--- src/rtl/sar_cal_pkg.sv ---
// Package: shared types for the calibrated SAR controller.
// Assumes: nothing beyond standard SystemVerilog.
package sar_cal_pkg;

    // Operating mode, derived from which search engine is active
    typedef enum logic [1:0] {
        MODE_IDLE = 2'd0,
        MODE_CONV = 2'd1,
        MODE_CAL  = 2'd2
    } sar_mode_e;

endpackage

--- src/rtl/sar_search.sv ---
// Module: sar_search
// Binary search register. Each active cycle it decides the bit under
// trial from cmp_i and then sets the next lower bit. A load restarts it
// at midscale. It runs W decisions and then goes idle.
// Assumes: W >= 2. A load has priority over a decision in the same cycle.
module sar_search #(
    parameter int W              = 8,
    parameter bit START_ON_RESET = 1'b0
) (
    input  logic         clk,
    input  logic         rst_n,
    input  logic         load_i,
    input  logic         cmp_i,
    output logic [W-1:0] trial_o,
    output logic [W-1:0] decided_o,
    output logic         active_o,
    output logic         last_o
);
    localparam int IW = $clog2(W);
    localparam logic [W-1:0]  MID = {1'b1, {(W-1){1'b0}}};
    localparam logic [IW-1:0] TOP = IW'(W-1);

    logic [W-1:0]  trial_q;
    logic [W-1:0]  trial_nxt;
    logic [W-1:0]  decided;
    logic [IW-1:0] idx_q;
    logic          active_q;

    // Apply the decision to the bit under trial and arm the next bit
    always_comb begin
        decided      = trial_q;
        decided[idx_q] = cmp_i;
        trial_nxt    = decided;
        if (idx_q != '0) begin
            trial_nxt[idx_q - 1'b1] = 1'b1;
        end
    end

    // Trial register, bit pointer and activity flag
    always_ff @(posedge clk) begin
        if (!rst_n) begin
            trial_q  <= MID;
            idx_q    <= TOP;
            active_q <= START_ON_RESET;
        end else if (load_i) begin
            trial_q  <= MID;
            idx_q    <= TOP;
            active_q <= 1'b1;
        end else if (active_q) begin
            trial_q <= trial_nxt;
            if (idx_q == '0) begin
                active_q <= 1'b0;
            end else begin
                idx_q <= idx_q - 1'b1;
            end
        end
    end

    assign trial_o   = trial_q;
    assign decided_o = decided;
    assign active_o  = active_q;
    assign last_o    = active_q && (idx_q == '0);


    load_mid_chk: assert property (@(posedge clk) disable iff (!rst_n)
        load_i |=> (trial_o == MID) && active_o);


    keep_running_chk: assert property (@(posedge clk) disable iff (!rst_n)
        (active_o && !last_o) |=> active_o);

endmodule

--- src/rtl/cal_seq.sv ---
// Module: cal_seq
// Calibration sequencer. It walks the calibrated capacitors in ascending
// order. For each one it accumulates 2^REP_LOG2 signed measurements and
// stores the accumulator shifted right arithmetically by REP_LOG2.
// Assumes: meas_last_i marks the final decision of a measurement, and
// meas_code_i is valid in that cycle. Stored codes clear on reset.
module cal_seq #(
    parameter int CAL      = 4,
    parameter int CW       = 6,
    parameter int REP_LOG2 = 8,
    parameter bit AUTO     = 1'b1,
    localparam int CAPW    = (CAL > 1) ? $clog2(CAL) : 1
) (
    input  logic                    clk,
    input  logic                    rst_n,
    input  logic                    start_i,
    input  logic                    meas_last_i,
    input  logic [CW-1:0]           meas_code_i,
    output logic                    active_o,
    output logic [CAPW-1:0]         cap_o,
    output logic                    more_o,
    output logic [CAL-1:0][CW-1:0]  codes_o
);
    localparam int AW = CW + REP_LOG2;

    logic                  active_q;
    logic [CAPW-1:0]       cap_q;
    logic [REP_LOG2-1:0]   rep_q;
    logic signed [AW-1:0]  acc_q;
    logic signed [AW-1:0]  acc_sum;
    logic                  last_rep;
    logic                  last_cap;
    logic                  store;

    // Running sum including the measurement finishing this cycle
    assign acc_sum  = acc_q + {{REP_LOG2{meas_code_i[CW-1]}}, meas_code_i};
    assign last_rep = &rep_q;
    assign last_cap = (cap_q == CAPW'(CAL - 1));
    assign store    = active_q && meas_last_i && last_rep;

    // Capacitor pointer, repetition counter and accumulator
    always_ff @(posedge clk) begin
        if (!rst_n) begin
            active_q <= AUTO;
            cap_q    <= '0;
            rep_q    <= '0;
            acc_q    <= '0;
        end else if (start_i && !active_q) begin
            active_q <= 1'b1;
            cap_q    <= '0;
            rep_q    <= '0;
            acc_q    <= '0;
        end else if (active_q && meas_last_i) begin
            rep_q <= rep_q + 1'b1;
            if (last_rep) begin
                acc_q <= '0;
                if (last_cap) begin
                    active_q <= 1'b0;
                end else begin
                    cap_q <= cap_q + 1'b1;
                end
            end else begin
                acc_q <= acc_sum;
            end
        end
    end

    // One stored correction per calibrated capacitor
    for (genvar g = 0; g < CAL; g++) begin : g_store
        logic [CW-1:0] code_q;
        // Replace the code with the new average at the end of its measurements
        always_ff @(posedge clk) begin
            if (!rst_n) begin
                code_q <= '0;
            end else if (store && (cap_q == CAPW'(g))) begin
                code_q <= acc_sum[AW-1:REP_LOG2];
            end
        end
        assign codes_o[g] = code_q;
    end

    assign active_o = active_q;
    assign cap_o    = cap_q;
    assign more_o   = active_q && meas_last_i && !(last_rep && last_cap);


    run_end_chk: assert property (@(posedge clk) disable iff (!rst_n)
        (store && last_cap) |=> !active_o);


    run_start_chk: assert property (@(posedge clk) disable iff (!rst_n)
        (start_i && !active_o) |=> active_o && (cap_o == '0));

endmodule

--- src/rtl/cor_sum.sv ---
// Module: cor_sum
// Adds the signed corrections whose select bits are set and clamps the
// total to the signed CW-bit range.
// Assumes: purely combinational, CAL >= 1.
module cor_sum #(
    parameter int CAL = 4,
    parameter int CW  = 6
) (
    input  logic [CAL-1:0]          sel_i,
    input  logic [CAL-1:0][CW-1:0]  codes_i,
    output logic [CW-1:0]           cor_o
);
    localparam int SW = CW + $clog2(CAL + 1) + 1;
    localparam logic signed [SW-1:0] MAXV = {{(SW-CW+1){1'b0}}, {(CW-1){1'b1}}};
    localparam logic signed [SW-1:0] MINV = {{(SW-CW+1){1'b1}}, {(CW-1){1'b0}}};

    logic signed [SW-1:0] total;

    // Wide signed sum of the selected corrections
    always_comb begin
        total = '0;
        for (int i = 0; i < CAL; i++) begin
            if (sel_i[i]) begin
                total = total + {{(SW-CW){codes_i[i][CW-1]}}, codes_i[i]};
            end
        end
    end

    // Clamp to the correction DAC range
    always_comb begin
        if (total > MAXV) begin
            cor_o = MAXV[CW-1:0];
        end else if (total < MINV) begin
            cor_o = MINV[CW-1:0];
        end else begin
            cor_o = total[CW-1:0];
        end
    end

endmodule

--- src/rtl/sar_cal_ctrl.sv ---
// Module: sar_cal_ctrl (top)
// Calibrated SAR conversion controller. One search engine runs the
// main-DAC conversion and a second one measures the correction codes.
// A sequencer averages the measurements and stores them, and a clamped
// adder forms the correction DAC output from the active bits.
// Assumes: a synchronous active-low reset held for at least two cycles.
// The comparator decision for the current trial is valid at each edge.
module sar_cal_ctrl
    import sar_cal_pkg::*;
#(
    parameter int DAC_BITS = 8,
    parameter int CAL_CAPS = 4,
    parameter int COR_W    = 6,
    parameter int REP_LOG2 = 8,
    parameter bit AUTO_CAL = 1'b1
) (
    input  logic                clk,
    input  logic                rst_n,
    input  logic                start_i,
    input  logic                cal_req_i,
    input  logic                cmp_i,
    output logic [DAC_BITS-1:0] dac_code_o,
    output logic [COR_W-1:0]    cor_code_o,
    output logic                busy_o,
    output logic                cal_active_o,
    output logic                done_o,
    output logic [DAC_BITS-1:0] result_o
);
    localparam int LOW  = DAC_BITS - CAL_CAPS;
    localparam int CAPW = (CAL_CAPS > 1) ? $clog2(CAL_CAPS) : 1;
    localparam logic [COR_W-1:0] SIGN = {1'b1, {(COR_W-1){1'b0}}};

    logic [DAC_BITS-1:0]         conv_trial, conv_dec;
    logic                        conv_active, conv_last;
    logic [COR_W-1:0]            cal_trial, cal_dec;
    logic                        cal_active, cal_last, cal_more;
    logic [CAPW-1:0]             cap;
    logic [CAL_CAPS-1:0][COR_W-1:0] codes;
    logic [COR_W-1:0]            conv_cor;
    logic [DAC_BITS-1:0]         cal_dac;
    logic                        idle, cal_go, conv_go;
    logic                        done_q;
    logic [DAC_BITS-1:0]         result_q;
    sar_mode_e                   mode;

    // Request arbitration: calibration beats conversion and both need idle
    assign idle    = !conv_active && !cal_active;
    assign cal_go  = cal_req_i && idle;
    assign conv_go = start_i && idle && !cal_req_i;

    sar_search #(.W(DAC_BITS), .START_ON_RESET(1'b0)) i_conv (
        .clk       (clk),
        .rst_n     (rst_n),
        .load_i    (conv_go),
        .cmp_i     (cmp_i),
        .trial_o   (conv_trial),
        .decided_o (conv_dec),
        .active_o  (conv_active),
        .last_o    (conv_last)
    );

    sar_search #(.W(COR_W), .START_ON_RESET(AUTO_CAL)) i_meas (
        .clk       (clk),
        .rst_n     (rst_n),
        .load_i    (cal_go || cal_more),
        .cmp_i     (cmp_i),
        .trial_o   (cal_trial),
        .decided_o (cal_dec),
        .active_o  (),
        .last_o    (cal_last)
    );

    cal_seq #(.CAL(CAL_CAPS), .CW(COR_W), .REP_LOG2(REP_LOG2), .AUTO(AUTO_CAL)) i_seq (
        .clk         (clk),
        .rst_n       (rst_n),
        .start_i     (cal_go),
        .meas_last_i (cal_last),
        .meas_code_i (cal_dec ^ SIGN),
        .active_o    (cal_active),
        .cap_o       (cap),
        .more_o      (cal_more),
        .codes_o     (codes)
    );

    cor_sum #(.CAL(CAL_CAPS), .CW(COR_W)) i_sum (
        .sel_i   (conv_trial[DAC_BITS-1:LOW]),
        .codes_i (codes),
        .cor_o   (conv_cor)
    );

    // One-hot main-DAC code for the capacitor under measurement
    always_comb begin
        cal_dac = '0;
        for (int b = 0; b < CAL_CAPS; b++) begin
            cal_dac[LOW + b] = (cap == CAPW'(b));
        end
    end

    // Current mode for output steering
    always_comb begin
        if (cal_active)       mode = MODE_CAL;
        else if (conv_active) mode = MODE_CONV;
        else                  mode = MODE_IDLE;
    end

    // Output steering by mode
    always_comb begin
        case (mode)
            MODE_CAL: begin
                dac_code_o = cal_dac;
                cor_code_o = cal_trial ^ SIGN;
            end
            default: begin
                dac_code_o = conv_trial;
                cor_code_o = conv_cor;
            end
        endcase
    end

    // Result register and done pulse
    always_ff @(posedge clk) begin
        if (!rst_n) begin
            done_q   <= 1'b0;
            result_q <= '0;
        end else begin
            done_q <= conv_last;
            if (conv_last) begin
                result_q <= conv_dec;
            end
        end
    end

    assign busy_o       = !idle;
    assign cal_active_o = cal_active;
    assign done_o       = done_q;
    assign result_o     = result_q;


    done_pulse_chk: assert property (@(posedge clk) disable iff (!rst_n)
        done_o |=> !done_o);


    result_hold_chk: assert property (@(posedge clk) disable iff (!rst_n)
        !done_o |-> $stable(result_o));


    no_conv_in_cal_chk: assert property (@(posedge clk) disable iff (!rst_n)
        cal_active_o |-> !conv_active);


    cal_wins_chk: assert property (@(posedge clk) disable iff (!rst_n)
        (cal_req_i && !busy_o) |=> cal_active_o && !conv_active);

endmodule

--- config.mk ---
export PLATFORM = sky130hd
export DESIGN_NAME = sar_cal_ctrl
export DESIGN_NICKNAME = d
export VERILOG_FILES = /design/src/rtl/sar_cal_pkg.sv /design/src/rtl/sar_search.sv /design/src/rtl/cal_seq.sv /design/src/rtl/cor_sum.sv /design/src/rtl/sar_cal_ctrl.sv
export SDC_FILE = /design/constraint.sdc
export NUM_CORES = 1
export LEC_CHECK = 0
export BUFFER_PORTS_ARGS = -buffer_cell sky130_fd_sc_hd__buf_2
export CAP_MARGIN = 20
export CELL_PAD_IN_SITES_DETAIL_PLACEMENT = 0
export CELL_PAD_IN_SITES_GLOBAL_PLACEMENT = 1
export CORE_MARGIN = 3
export CORE_UTILIZATION = 45
export DETAILED_ROUTE_END_ITERATION = 7
export PLACE_DENSITY_LB_ADDON = 0.1
export SLEW_MARGIN = 0
export SYNTH_ARGS = -nofsm -noshare
export SYNTH_HDL_FRONTEND = slang
export SYNTH_HIERARCHICAL = 1
export SYNTH_SLANG_ARGS = --single-unit
--- constraint.sdc ---
create_clock -name clk -period 7.5 [get_ports clk]
set_clock_uncertainty 0.2 [all_clocks]
set_input_delay 0.375 -clock clk [delete_from_list [all_inputs] [get_ports clk]]
set_output_delay 0.375 -clock clk [all_outputs]
set_load 0.01 [all_outputs]
==> metrics.cfg, run 1 <==
[synthesis]
synth-seq-cells=80
ys_seq_area_share_pct=25.5
synthCells=744
yosysUniqueCellTypes=89
syn_avg_cell_area_um2=8.46
synth_warnings=6
synth_nets=799
synth-edff-count=0
synth_area_um2=6290
synthFlopType=dfxtp_1
async_reset_ff_share_pct=0

[hold_path]
hold_path_end=i_conv/active_o
holdCritStartpoint=cal_req_i
hold_class=in2reg
min_delay_path_depth=4

[clock_network]
h-tree-depth=3
numClockSinks=80
clk_path_buf_depth=2
cts_tree=built
cts_setup_buffers=0
clk_pin_slew_ns=0.06
cts_root_buf=clkbuf_16
numCtsBuffers=9
cts_resized=0
insertion_delay_ns=0.34
holdBufCountCts=0

[critical_path]
path_class=reg2out
cp-end-kind=primary output
cp_max_fo=10
cpPeakStageDelay_ns=0.49
r2r-start=i_meas/idx_q[2]
r2r_slack_ns=3.58
cpMostUsedCell=ha_1
path_buf_inv=2
cp_slowest_cell=dfxtp_1
path_cells=and2_1, ha_1, inv_1, fa_1, xnor2_1, mux2_2, ha_1, nor2b_1, o31a_1, o21a_1, nor3_1, o31ai_4, ha_1, a21oi_1, o211ai_1, a41oi_1, xnor2_1, nand2_1, xnor2_2, o41a_1, o21ai_1, mux2_2, buf_2
crit_arrival_ns=5.71
crit_required_ns=6.92
r2r-end=i_seq/g_store[2].code_q[5]
critical_path.top_delay_family=compound AO/OA/AOI/OAI gates
start_kind=register
reg2reg_depth=10

[power_and_ir_drop]
ir_drop_uv=151
p_sw_w=0.000562
switching_share_pct=36.3
clock_power_share_pct=33.0
p_int_w=0.000985
leakage_nw=2.89
seqPwrFrac_pct=31.8
p_per_area_nw_per_um2=227
pwr-share-comb_pct=35.2

[final_layout]
fin_nets=808
antenna_cells=0
drive_above_1_share_pct=12.5
fill_cells=1336
syn_to_final_growth_pct=8.31

[route]
drt_iter0_drc=450
drc=0
vias_per_cell=5.80
num_vias=5413
drtPass1Iterations=6
drt_wl_total_um=15800
avgRoutedWirePerCell_um=16.9
antenna_left=0

[global_routing]
grt_pass1_vias=5215
antenna_found_initial=0
grt_max_degree=36
grt_util_all_layers_pct=20.1
grt_first_pass_wirelength_um=26100
grt_overflow=0

[die]
ios=30
initial_core_util_pct=46.8
die_height_um=124
std_cell_rows=42
die_area_um2=15400
fp.coreArea_um2=13500
die_w_um=124

[timing]
rsz0062_at_grt=false
period_minus_slack_ns=6.29
hold_slack_ns=0.191
setup_violations=0
maxSlewHeadroom_pct=27.2
tightestPinTransition_ns=1.09
fmax_mhz=159
period_share_pct=83.9
final_hold_viol_count=0
fin_setup_tns_ns=0
finalMaxSlewViolations=0
setup_ws_ns=1.21

[place]
dpl.hpwl_um=11700
gp_congestion=0.860
port_buffers=29
place_ws_ns=1.56

[flow_run]
cap_viol_max_count=0

[run_status]
status=finished, final reports clean

-- through the flow --
step | utilization, % | power [W] | instance area [µm²] | std cells
after detailed placement | 48.1 | 0.00104 | 6470 | 918
final | 50.7 | 0.00155 | 6810 | 934
after floorplan | - | 0.000919 | 6290 | 744
after global placement | 48.1 | 0.00103 | 6470 | 918
after CTS | 50.7 | 0.00156 | 6810 | 934
after global routing | 50.7 | 0.00163 | 6810 | 934
-- tightest hold or removal path, delay by kind of cell --
kind / cells / cell delay [ns]
compound gates: 1 / 0.11
buf+inv: 1 / 0.10
simple gates: 2 / 0.10
-- Yosys cell counts (all sizes together) (4+ instances only) --
library cell | n | share of area, %
dfxtp | 80 | 25
nor2 | 59 | 3.5
o21ai | 54 | 4.3
ha | 46 | 9.1
inv | 46 | 2.7
nand2 | 46 | 2.7
a21oi | 37 | 3.0
nand3 | 30 | 2.4
mux2i | 25 | 4.0
nor2b | 24 | 2.5
mux2 | 20 | 3.9
xnor2 | 20 | 3.0
buf | 19 | 2.4
and2 | 16 | 1.6
a31oi | 14 | 1.6
clkbuf | 14 | 0.84
nand2b | 14 | 1.4
nor3 | 14 | 1.1
a211oi | 13 | 1.8
a21o | 12 | 1.4
xor2 | 11 | 1.5
o21a | 10 | 1.2
nor3b | 9 | 1.4
nand3b | 8 | 0.95
a22oi | 7 | 0.84
nand4 | 7 | 0.70
o31a | 7 | 0.97
and3 | 6 | 0.60
nor4 | 6 | 0.84
o2111ai | 5 | 0.70
a2111oi | 4 | 1.1
fa | 4 | 1.3
o211a | 4 | 0.64
o211ai | 4 | 0.48
o311ai | 4 | 0.56
o41ai | 4 | 0.97
-- registers in the layout, indices dropped and copies added, names as in the netlist --
signal,cells
i_seq/rep_q,8
i_meas/idx_q,3
i_conv/active_o,1
i_meas/trial_o,6
i_meas/active_o,1
result_o,8
i_seq/acc_q,14
done_o,1
i_seq/g_store.code_q,24
i_seq/cap_o,2
i_conv/trial_o,8
i_conv/idx_q,3
i_seq/active_o,1
-- cell usage in the layout (no fill, tap or decap), types with 5 or more instances in the layout --
master	netlist	routed
dfxtp_1	80	80
nor2b_1	23	23
a22oi_1	7	7
ha_1	46	46
a21oi_1	36	36
and3_1	6	6
nand4_1	7	7
a31oi_1	12	12
buf_2	8	29
inv_1	44	44
nand2b_1	14	14
nand2_1	46	46
o21ai_1	12	13
nand3b_1	8	8
o21a_1	10	10
nor3_1	14	14
o21ai_0	42	41
nand3_1	30	30
mux2_2	14	14
xor2_1	11	11
o31a_1	7	7
nor3b_1	5	5
clkbuf_16	0	9
mux2i_1	25	25
mux2_4	5	5
xnor2_1	18	18
o2111ai_1	5	5
a21o_1	12	12
nor4_1	5	5
nor2_1	59	59
and2_1	15	15
a211oi_1	11	11
-- logic make-up after synthesis --
kind of cell               count (synthesis)  synth area share (%)
AOI/OAI and AO/OA                        200                  23.1
xor gates and xnor gates                  31                  4.55
adders and majority gates                 50                  10.4
buffers and inverters                     79                  5.95
DFF                                       80                  25.5
muxes                                     45                  7.86
and+or+nand+nor                          259                  22.7
-- power by group through the flow --
stage | combinational [W] | clock (W) | sequential [W]
after floorplan | 0.000444 | 0 | 0.000475
after global placement | 0.000528 | 0 | 0.000500
after detailed placement | 0.000538 | 0 | 0.000500
after CTS | 0.000544 | 0.000525 | 0.000491
after global routing | 0.000592 | 0.000544 | 0.000496
final | 0.000545 | 0.000510 | 0.000491
-- metal layers --
metal / track usage (%) / share of wire [%] / vias to the layer above
met3: 4.08 / 3.3 / 16
met1: 27.1 / 48 / 2578
met4: 4.77 / 1.5 / 0
li1: - / - / 2736
met2: 32.9 / 47 / 83
met5: 0 / 0 / -
-- worst max path at each step --
stage,endpoint,from,slack [ns],cells after the start
after global routing,cor_code_o[3],i_conv/trial_o[4],0.81,25
after global placement,cor_code_o[3],i_conv/trial_o[4],1.67,23
after floorplan,cor_code_o[0],i_conv/trial_o[4],2.22,22
after CTS,cor_code_o[3],i_conv/trial_o[4],1.19,23
final,cor_code_o[3],i_conv/trial_o[4],1.21,23
after detailed placement,cor_code_o[3],i_conv/trial_o[4],1.56,23
-- layout make-up --
class	count	area (µm²)	area share, %
multi-input cells	585	4320	63.3
flip-flops and latches	80	1600	23.5
clock buffers	10	229	3.36
well taps	176	220	3.23
inverters	46	173	2.53
repair buffers	31	160	2.35
clock inverters	6	115	1.69
Note: power is estimated with default switching activity, not from simulation.
==> run 2: changes to the inputs <==
==> constraint.sdc (replaced) <==
create_clock -name clk -period 5.95 [get_ports clk]
set_clock_uncertainty 0.2 [all_clocks]
set_input_delay 0.2975 -clock clk [delete_from_list [all_inputs] [get_ports clk]]
set_output_delay 0.2975 -clock clk [all_outputs]
set_load 0.01 [all_outputs]
==> run 2 against run 1 <==
Compared with the run above: count of clock-buffer cells in the layout rose by 2; clock power grew 9.0%; sequential cell count unchanged; global-route usage rose by 0.44 points; worst setup slack got worse by 1.1 ns; sequential power rose by 27%; power rose by 22%; via count up 2.8%; final area grew 3.1%; combinational power rose by 29%.
==> metrics.cfg, run 2 (synthesis gave the netlist of run 1 again) <==
[run_status]
status=finished, final reports clean

[final_layout]
regArea_um2=1600  ; about the same
antenna_cells=0  ; unchanged
drive_above_1_share_pct=16.6  ; +4.0 points
final_cell_area_um2=7030  ; +3.1%
largest_register_ffs=24  ; unchanged
largestRegisters=i_seq/g_store.code_q x24, i_seq/acc_q x14
multi_input_area_um2=4480  ; +3.9%
fill_cells=1295  ; -3.1%
final_cell_mix=dfxtp_1 (79), nor2_1 (59), nand2_1 (45)
syn_to_final_growth_pct=11.7
final_util_pct=52.2  ; +1.6 points
top_register=i_seq/g_store.code_q
final_common_cell=dfxtp_1
fin_nets=817  ; +1.1%

[hold_path]
min_delay_path_depth=4  ; unchanged
hold_path_end=i_conv/active_o
holdCritStartpoint=cal_req_i
hold_class=in2reg

[critical_path]
crit_required_ns=5.45  ; -1.47 ns
path_class=reg2out
cp-end-kind=primary output
start_kind=register
critical_path.top_delay_family=compound AO/OA/AOI/OAI gates
path_buf_inv=2  ; unchanged
cp_max_fo=5  ; -5
r2r_slack_ns=2.13  ; -1.45 ns
reg2reg_depth=10  ; unchanged
cp_slowest_cell=fa_2
crit_arrival_ns=5.37  ; -0.34 ns
r2r-end=i_seq/g_store[1].code_q[5]
r2r-start=i_meas/idx_q[2]
cpPeakStageDelay_ns=0.42  ; -0.07 ns

[power_and_ir_drop]
seqPwrFrac_pct=33.0  ; +1.2 points
clock_power_share_pct=29.6  ; -3.4 points
p_int_w=0.00117  ; +19%
pwr-share-comb_pct=37.4  ; +2.2 points
p_per_area_nw_per_um2=268  ; +18%
ir_drop_uv=221  ; +46%
leakage_nw=2.91  ; +0.78%
p_sw_w=0.000712  ; +27%
switching_share_pct=37.8  ; +1.5 points

[clock_network]
numCtsBuffers=9  ; unchanged
cts_root_buf=clkbuf_16
insertion_delay_ns=0.35  ; about the same
numClockSinks=80  ; unchanged
h-tree-depth=3  ; unchanged
cts_tree=built
clk_path_buf_depth=2  ; unchanged
clk_pin_slew_ns=0.06  ; about the same

[timing]
rsz0062_at_grt=true
period_share_pct=98.6
period_minus_slack_ns=5.87
setup_violations=0  ; unchanged
tightestPinTransition_ns=1.09  ; +0.00313 ns
fmax_mhz=170
finalMaxSlewViolations=0  ; unchanged
maxSlewHeadroom_pct=27.0  ; -0.21 points
final_hold_viol_count=0  ; unchanged
hold_slack_ns=0.115  ; -0.0751 ns

[global_routing]
grt_overflow=0  ; unchanged
grt_first_pass_wirelength_um=26300  ; +1.0%
grt_pass1_vias=5030  ; -3.5%
antenna_found_initial=0  ; unchanged
grt_util_all_layers_pct=20.5  ; +0.44 points
grt_max_degree=36  ; unchanged

[place]
placed_area_um2=6480  ; +0.23%
dpl.hpwl_um=11900  ; +1.4%
gp_congestion=0.856  ; -0.50%
port_buffers=29  ; unchanged

[die]
ios=30  ; unchanged
fp.coreArea_um2=13500  ; unchanged
std_cell_rows=42  ; unchanged
die_height_um=124  ; unchanged
die_w_um=124  ; unchanged
initial_core_util_pct=46.8  ; unchanged
die_area_um2=15400  ; unchanged

[route]
antenna_left=0  ; unchanged
drc=0  ; unchanged
drt_iter0_drc=377  ; -16%
drt_wl_total_um=16400  ; +3.8%
vias_per_cell=5.90  ; +1.8%
avgRoutedWirePerCell_um=17.4  ; +2.8%
drtPass1Iterations=5  ; -1
num_vias=5562  ; +2.8%

[flow_run]
cap_viol_max_count=0  ; unchanged

[run 2: changes by cell type in the layout (fill, tap and decap cells not counted), moves of 3 or more]
cell,change
ha_4,+5
a21oi_1,-3
buf_2,-5
ha_1,-7
buf_6,+5
buf_4,+9
[run 2: worst max-delay path by stage]
stage | depth (start not counted) | from | slack, ns | to
3_3_place_gp | 23 | i_conv/trial_o[4] | 0.40 | cor_code_o[3]
6_report | 25 | i_conv/trial_o[4] | 0.08 | cor_code_o[3]
4_1_cts | 25 | i_conv/trial_o[4] | 0.03 | cor_code_o[3]
3_5_place_dp | 23 | i_conv/trial_o[4] | 0.27 | cor_code_o[3]
5_1_grt | 25 | i_conv/trial_o[4] | -0.11 | cor_code_o[3]
2_1_floorplan | 22 | i_conv/trial_o[4] | 0.75 | cor_code_o[0]
[run 2: worst reg2reg max path, cell delays in order, from the launching register on]
cell and delay, ns:
dfxtp_1 0.65, nand3b_1 0.19, a21o_1 0.22, inv_1 0.31
ha_1 0.39, a21oi_2 0.42, nor2b_1 0.10, o21a_1 0.18
o21ai_0 0.20, a21boi_0 0.63, a31oi_1 0.17
[run 2: power by group through the flow]
stage	Combinational, W	Sequential, W	Clock, W
6_report	0.000704	0.000622	0.000556
2_1_floorplan	0.000559	0.000599	0
3_3_place_gp	0.000665	0.000631	0
3_5_place_dp	0.000680	0.000633	0
5_1_grt	0.000767	0.000628	0.000600
4_1_cts	0.000683	0.000621	0.000573
[run 2: stage by stage]
step                TNS, ns  instances  power [W]  worst slack, ns
global placement          0        920    0.00130            0.402
finish                    0        943    0.00188           0.0837
global route         -0.499        943    0.00199           -0.109
floorplan                 0        744    0.00116            0.748
detailed placement        0        920    0.00131            0.271
CTS                       0        936    0.00188           0.0348
[run 2: timing repair]
item | CTS | global route
hold endpoints to repair | 0 | 0
pin swaps | 1 | 19
setup endpoints to repair | 5 | 5
buffers inserted | 0 | 7
hold buffers | 0 | 0
gates resized for setup | 3 | 34
[run 2: layout make-up]
type	count	share of cell area, %
Clock buffer	12	3.36
Clock inverter	4	0.766
Inverter	46	2.46
Multi-Input combinational cell	585	63.8
Sequential cell	80	22.8
Tap cell	176	3.13
Timing Repair Buffer	40	3.69
[run 2: layer usage]
layer / track usage (%) / part of all wire (%) / up-vias
li1: - / - / 2756
met1: 28.8 / 48 / 2686
met2: 32.5 / 47 / 101
met3: 4.04 / 3.6 / 19
met4: 4.64 / 1.6 / 0
met5: 0 / 0 / -
